<file path="src/rtl/sadd_pkg.sv">
package sadd_pkg;

  typedef enum logic {
    MODE_ADD = 1'b0,
    MODE_SUB = 1'b1
  } mode_e;

  // Full adder written with generate / xor-propagate terms so that the
  // sum and carry paths share the same first-level xor and stay balanced.
  function automatic logic [1:0] fa_bit(input logic a, input logic b, input logic cin);
    logic gen;
    logic pxor;
    gen  = a & b;
    pxor = a ^ b;
    return {gen | (pxor & cin), pxor ^ cin};
  endfunction

endpackage

</file>
<file path="src/rtl/sadd_shreg.sv">
module sadd_shreg #(
  parameter int WIDTH = 8
) (
  input  logic             clk,
  input  logic             rst_n,
  input  logic             load,
  input  logic [WIDTH-1:0] load_val,
  input  logic             shift,
  input  logic             ser_in,
  output logic [WIDTH-1:0] q
);

  // Right shift: bit 0 leaves first, ser_in enters at the top.
  generate
    if (WIDTH == 1) begin : g_single
      always_ff @(posedge clk) begin
        if (!rst_n)     q <= '0;
        else if (load)  q <= load_val;
        else if (shift) q <= ser_in;
      end
    end else begin : g_multi
      always_ff @(posedge clk) begin
        if (!rst_n)     q <= '0;
        else if (load)  q <= load_val;
        else if (shift) q <= {ser_in, q[WIDTH-1:1]};
      end
    end
  endgenerate

endmodule

</file>
<file path="src/rtl/sadd_carry_ff.sv">
module sadd_carry_ff (
  input  logic clk,
  input  logic rst_n,
  input  logic clr,
  input  logic set,
  input  logic en,
  input  logic d,
  output logic q
);

  always_ff @(posedge clk) begin
    if (!rst_n)   q <= 1'b0;
    else if (clr) q <= 1'b0;
    else if (set) q <= 1'b1;
    else if (en)  q <= d;
  end

endmodule

</file>
<file path="src/rtl/sadd_bitcell.sv">
module sadd_bitcell (
  input  logic a_bit,
  input  logic b_bit,
  input  logic cin,
  input  logic invert_b,
  output logic sum,
  output logic cout
);
  import sadd_pkg::*;

  logic [1:0] fa_out;

  always_comb begin
    fa_out = fa_bit(a_bit, b_bit ^ invert_b, cin);
  end

  assign sum  = fa_out[0];
  assign cout = fa_out[1];

endmodule

</file>
<file path="src/rtl/sadd_ctrl.sv">
module sadd_ctrl #(
  parameter int WIDTH = 8
) (
  input  logic clk,
  input  logic rst_n,
  input  logic start,
  output logic busy,
  output logic done
);

  localparam int CW = (WIDTH > 1) ? $clog2(WIDTH) : 1;
  localparam logic [CW-1:0] LAST = CW'(WIDTH - 1);

  logic [CW-1:0] bit_idx;

  always_ff @(posedge clk) begin
    if (!rst_n) begin
      busy    <= 1'b0;
      done    <= 1'b0;
      bit_idx <= '0;
    end else begin
      done <= 1'b0;
      if (busy) begin
        if (bit_idx == LAST) begin
          busy    <= 1'b0;
          done    <= 1'b1;
          bit_idx <= '0;
        end else begin
          bit_idx <= bit_idx + 1'b1;
        end
      end else if (start) begin
        busy    <= 1'b1;
        bit_idx <= '0;
      end
    end
  end

endmodule

</file>
<file path="src/rtl/serial_adder.sv">
module serial_adder #(
  parameter int WIDTH = 8
) (
  input  logic             clk,
  input  logic             rst_n,
  input  logic             op_valid,
  output logic             op_ready,
  input  logic             op_sub,
  input  logic [WIDTH-1:0] op_a,
  input  logic [WIDTH-1:0] op_b,
  output logic             res_done,
  output logic [WIDTH-1:0] res_sum,
  output logic             res_carry
);
  import sadd_pkg::*;

  logic             busy;
  logic             accept;
  mode_e            mode_q;
  logic [WIDTH-1:0] a_q;
  logic [WIDTH-1:0] b_q;
  logic [WIDTH-1:0] r_q;
  logic             carry_q;
  logic             sum_bit;
  logic             cout_bit;

  assign op_ready = ~busy;
  assign accept   = op_valid & ~busy;

  always_ff @(posedge clk) begin
    if (!rst_n)      mode_q <= MODE_ADD;
    else if (accept) mode_q <= op_sub ? MODE_SUB : MODE_ADD;
  end

  sadd_ctrl #(.WIDTH(WIDTH)) u_ctrl (
    .clk   (clk),
    .rst_n (rst_n),
    .start (accept),
    .busy  (busy),
    .done  (res_done)
  );

  sadd_shreg #(.WIDTH(WIDTH)) u_reg_a (
    .clk      (clk),
    .rst_n    (rst_n),
    .load     (accept),
    .load_val (op_a),
    .shift    (busy),
    .ser_in   (1'b0),
    .q        (a_q)
  );

  sadd_shreg #(.WIDTH(WIDTH)) u_reg_b (
    .clk      (clk),
    .rst_n    (rst_n),
    .load     (accept),
    .load_val (op_b),
    .shift    (busy),
    .ser_in   (1'b0),
    .q        (b_q)
  );

  sadd_shreg #(.WIDTH(WIDTH)) u_reg_r (
    .clk      (clk),
    .rst_n    (rst_n),
    .load     (accept),
    .load_val ({WIDTH{1'b0}}),
    .shift    (busy),
    .ser_in   (sum_bit),
    .q        (r_q)
  );

  sadd_bitcell u_cell (
    .a_bit    (a_q[0]),
    .b_bit    (b_q[0]),
    .cin      (carry_q),
    .invert_b (mode_q == MODE_SUB),
    .sum      (sum_bit),
    .cout     (cout_bit)
  );

  sadd_carry_ff u_carry (
    .clk   (clk),
    .rst_n (rst_n),
    .clr   (accept & ~op_sub),
    .set   (accept & op_sub),
    .en    (busy),
    .d     (cout_bit),
    .q     (carry_q)
  );

  assign res_sum   = r_q;
  assign res_carry = carry_q;

endmodule

</file>
<file path="config.mk">
export PLATFORM = sky130hd
export DESIGN_NAME = serial_adder
export DESIGN_NICKNAME = d
export VERILOG_FILES = /design/src/rtl/sadd_pkg.sv /design/src/rtl/sadd_shreg.sv /design/src/rtl/sadd_carry_ff.sv /design/src/rtl/sadd_bitcell.sv /design/src/rtl/sadd_ctrl.sv /design/src/rtl/serial_adder.sv
export SDC_FILE = /design/constraint.sdc
export NUM_CORES = 1
export LEC_CHECK = 0
export CAP_MARGIN = 20
export CORE_MARGIN = 1
export CORE_UTILIZATION = 49
export CTS_CLUSTER_SIZE = 12
export DETAILED_ROUTE_END_ITERATION = 10
export PLACE_DENSITY = 0.79
export SLEW_MARGIN = 20
export SYNTH_ARGS = -nofsm -noshare
export SYNTH_HDL_FRONTEND = slang
export SYNTH_SLANG_ARGS = --single-unit
</file>
<file path="constraint.sdc">
create_clock -name clk -period 1.5 [get_ports clk]
set_input_delay 0.3 -clock clk [delete_from_list [all_inputs] [get_ports clk]]
set_output_delay 0.3 -clock clk [all_outputs]
set_load 0.005 [all_outputs]
</file>
Word-level counts from Yosys, hierarchy flattened
Index checks and enable logic that the tools add are counted.

Output and inout port bits: 11. Logic and storage cells: 41. Input port bits: 20. Register bits: 31.

Equality and inequality tests: 1. Bitwise logic cells: 12. Reductions and logical operators: 5. Add/subtract/negate cells: 1. Muxes and demuxes: 14.

Operators with widths (count): $mux 8 (4); $mux 3 (3); $mux 1 (7); $and 1x1->1 (5); $reduce_bool 2->1 (2); $reduce_or 2->1 (2); $add 3x1->3 const B (1); $eq 3x3->1 const B (1); $not 1->1 (3); $xor 1x1->1 (3); $reduce_and 2->1 (1); $or 1x1->1 (1).

Depth between registers and ports, before layout
Depth in word-level cells: 6. Depth in mapped cells: 5. Mapped depth without buffers: 5.

Hierarchy
Synthesis repeated with hierarchy kept, for this count alone.

Cells, all modules: 144. Area total of the unflattened synthesis: 1705.4 um2.

By module, submodules not included: sadd_shreg (area each 440.4 um2, cells each 35, seq. area each 160.2 um2, instances 3); sadd_ctrl (area each 220.2 um2, cells each 19, seq. area each 100.1 um2, instances 1); serial_adder (area each 75.1 um2, cells each 9, seq. area each 20.0 um2, instances 1); sadd_carry_ff (area each 45.0 um2, cells each 5, seq. area each 20.0 um2, instances 1); sadd_bitcell (area each 43.8 um2, cells each 6, seq. area each 0.0 um2, instances 1).

Least setup slack after synthesis
No wires, ideal clock.

Path kind: register -> register. Start: reg u_carry.q. End: reg u_reg_r.q[7]. Path slack: 0.266 ns. Clock period less this slack: 1.234 ns. Data required time: 1.385 ns. Data arrival time: 1.119 ns. Buffers on the path: 0. Library setup time: 0.115 ns. Stages on the path, launching flop included: 5. Path through: dfxtp_1 -> inv_1 -> fa_1 -> nor2_1 -> o21a_1.

Longest elaborated chain between the ends: 1.

Ends and longest elaborated chain: from (decl) (RTL line sadd_carry_ff.sv:8) `output logic q`; from (signal assigned) (RTL line sadd_carry_ff.sv:12) `if (!rst_n) q <= 1'b0;`; from (signal assigned) (RTL line sadd_carry_ff.sv:13) `else if (clr) q <= 1'b0;`; from (signal assigned) (RTL line sadd_carry_ff.sv:14) `else if (set) q <= 1'b1;`; $xor 1x1->1 (RTL line sadd_pkg.sv:15) `return {gen | (pxor & cin), pxor ^ cin};`; to (signal assigned) (RTL line sadd_shreg.sv:24) `else if (load) q <= load_val;`; to (signal assigned) (RTL line sadd_shreg.sv:25) `else if (shift) q <= {ser_in, q[WIDTH-1:1]};`; to (decl) (RTL line sadd_shreg.sv:10) `output logic [WIDTH-1:0] q`.

No other way between the ends. A chain may end at the register's enable or synchronous reset.

Worst setup path in the final report
Start: reg u_ctrl.done. End: out res_done.

RTL lines: from (decl) (RTL line sadd_ctrl.sv:8) `output logic done`; from (signal assigned) (RTL line sadd_ctrl.sv:19) `done <= 1'b0;`; from (signal assigned) (RTL line sadd_ctrl.sv:22) `done <= 1'b0;`; from (signal assigned) (RTL line sadd_ctrl.sv:26) `done <= 1'b1;`; to (decl) (RTL line serial_adder.sv:11) `output logic res_done,`.

No word-level cell between the ends.

==> flow_summary.toml <==
[critical_path]
r2r_start = "u_reg_b.q[0]"
worst-r2r-cell-count = 4
path_cells = "clkdlybuf4s50_1"
crit_slowest_cell = "clkdlybuf4s50_1"
worstSetupStartpointType = "flip-flop"
critPathArrivalTime_ns = 1.14
regToRegSetupSlack_ns = 0.23
critPathKind = "reg -> out"
critPathBufInv = 1
required_ns = 1.20
max_stage_delay_ns = 0.49
path_delay_family = "buffers and inverters"
rr_endpoint = "u_reg_r.q[7]"
crit_path_max_fanout = 1
crit_path_end_kind = "output pin"

[global_route]
track_usage = 0.199
overflow = 0
grt_pass1_vias = 905
antenna_found_initial = 0
grt_max_degree = 33
grt_pass1_wl_mm = 3.95

[job]
cap_viol_max_count = 0

[timing]
worst_slew_pin_slew_ns = 0.265
slew_viol_final = 0
period_share = 0.962
setup_violations = 0
fin_setup_tns_ns = 0
finalHoldViolCount = 0
timing.final.ws_setup_ns = 0.0569
rsz0062_at_grt = "no"
fin_crit_ns = 1.44
relSlewSlack = 0.823
whs_ns = 0.499
fin_worst_skew_ns = 0.00892
max_freq_mhz = 693

[power]
p_switching_uw = 432
power_density_nw_per_um2 = 929
power_frac_seq = 0.556
clockPowerShare = 0.288
peakVddDrop_mv = 0.884
p_int_mw = 1.19
switching_share = 0.266
finalPower_mw = 1.62
combPwrFrac = 0.155
p_leak_nw = 0.828

[yosys]
syn_nets = 164
synthesis.area_um2 = 1360
synth.avg_cell_area_um2 = 9.64
synth.area.mux_share = 0.125
synth_top_family_by_area = "compound AO/OA/AOI/OAI gates"
ys_seq_area_frac = 0.457
syn_inst = 141
yosys.area_share.xor_xnor = 0.00645
synth_compound_area_frac = 0.162
ys_warn_count = 0
synth_seq_cells = 31
yosysUniqueCellTypes = 24
yosys.area_share.adder = 0.0331
yosys.area_share.simple = 0.143

[routing]
drcViolationCount = 0
first_pass_iters = 4
wl_per_cell_um = 12.8
routed_wl_mm = 2.59
num_vias = 1049
final_antenna_net_count = 0
first_iter_violations = 22
via_per_inst = 5.19

[finish]
final_util = 0.687
nets = 194
drive_above_1_share = 0.122
finish.instance_area_um2 = 1750
antenna_cells = 0
finalNonFillerCells = 202
areaGrowthSynthToFinish_pct = 28.7

[place]
dpl_cell_area_um2 = 1670
dpl.cell_count = 194
post-dp-hpwl_mm = 1.70
gp_congestion = 0.764
io_buffers = 30
place_ws_ns = -0.0552

[floorplanning]
core_um2 = 2540
chipWidth_um = 54.7
rows = 18
io_pins = 31
dieHeight_um = 54.7
initial_core_util = 0.534
dieArea_um2 = 2990

[cts]
clock_latency_ns = 0.34
htree_levels = 2
clock_path_buffers = 2
clkSlewWorstSetupHoldPaths_ns = 0.10
postCtsSetupBuffers = 0
cts_buffers = 5
clock-sinks = 31
cts-root-buf = "clkbuf_4"
cts_tree = "yes"

[outcome]
status = "complete, no violations"

[hold_path]
hold_path.startpoint = "u_reg_b.q[7]"
hold_end = "u_reg_b.q[7]"
hold_class = "reg -> reg"
hold_depth = 2
power groups by stage:
stage	clock network (mW)	logic (mW)	registers (mW)
detailed placement	0	0.255	0.921
finish	0.469	0.252	0.904
floorplan	0	0.168	0.913
CTS	0.475	0.255	0.904
global placement	0	0.247	0.918
global route	0.514	0.280	0.908
placed cells by master (no fill, tap or decap):
master and instances:
and3_1 1, nor3b_1 11, clkdlybuf4s50_1 20, nor2b_1 9, nand2b_1 1, o21a_1 2, ha_1 2, dfxtp_1 22
buf_12 2, inv_2 1, nand2_1 4, clkbuf_4 5, buf_4 3, a21oi_1 24, o21ai_0 14, inv_1 2
clkbuf_1 2, fa_1 1, dlymetal6s2s_1 8, dfxtp_2 9, nand3_1 1, dlygate4sd2_1 2, clkinv_2 1, mux2i_1 17
a21boi_0 2, or2b_1 1, nor2_1 4, xnor2_1 1
per-layer routing:
metal	vias up	global-route usage	wire [um]
met4	0	0.115	55
met1	474	0.208	1120
li1	543	-	-
met3	6	0.0833	131
met2	26	0.329	1270
met5	-	0	0
state kept, by name, summed over array words and instances (netlist names):
register,cells
u_ctrl.busy,1
u_ctrl.done,1
u_reg_a.q,8
u_ctrl.bit_idx,3
u_reg_b.q,8
u_carry.q,1
mode_q,1
u_reg_r.q,8
layout make-up:
type | count | area, um^2
inverter | 3 | 11.3
clock inverter | 1 | 5.00
timing repair buffer | 35 | 380
tap | 30 | 37.5
clock buffer | 7 | 45.0
sequential | 31 | 632
multi-input combinational | 95 | 638
fill | 216 | 796
what timing repair did:
action                                  CTS  global route
hold buffers                              0             0
endpoints found under the setup margin    6             8
resized for setup                         8            11
synthesized netlist by cell type (all sizes together):
master,count,share of area
a21boi,2,0.011
a21oi,24,0.088
and3,1,0.0046
buf,9,0.057
clkbuf,3,0.0083
dfxtp,31,0.46
fa,1,0.015
ha,2,0.018
inv,3,0.0083
mux2i,17,0.13
nand2,4,0.011
nand2b,1,0.0046
nand3,1,0.0037
nor2,4,0.011
nor2b,9,0.041
nor3b,11,0.061
o21a,2,0.011
o21ai,14,0.052
or2b,1,0.0055
xnor2,1,0.0064
kinds of logic after synthesis:
group	after synthesis
adders and majority gates	3
buffers and inverters	15
and+or+nand+nor	32
muxes	17
DFF	31
xor gates and xnor gates	1
AOI/OAI and AO/OA	42
how the worst max path moves through the flow:
stage,from,endpoint,slack (ns),cells after the start
global placement,op_valid,mode_q,-0.01,5
detailed placement,op_valid,mode_q,-0.06,5
floorplan,u_carry.q,u_reg_r.q[7],0.27,4
global route,u_ctrl.done,res_done,0.02,1
finish,u_ctrl.done,res_done,0.06,1
CTS,u_reg_r.q[4],res_sum[4],0.0004,1
No activity file was read; power rests on OpenSTA's default activity.
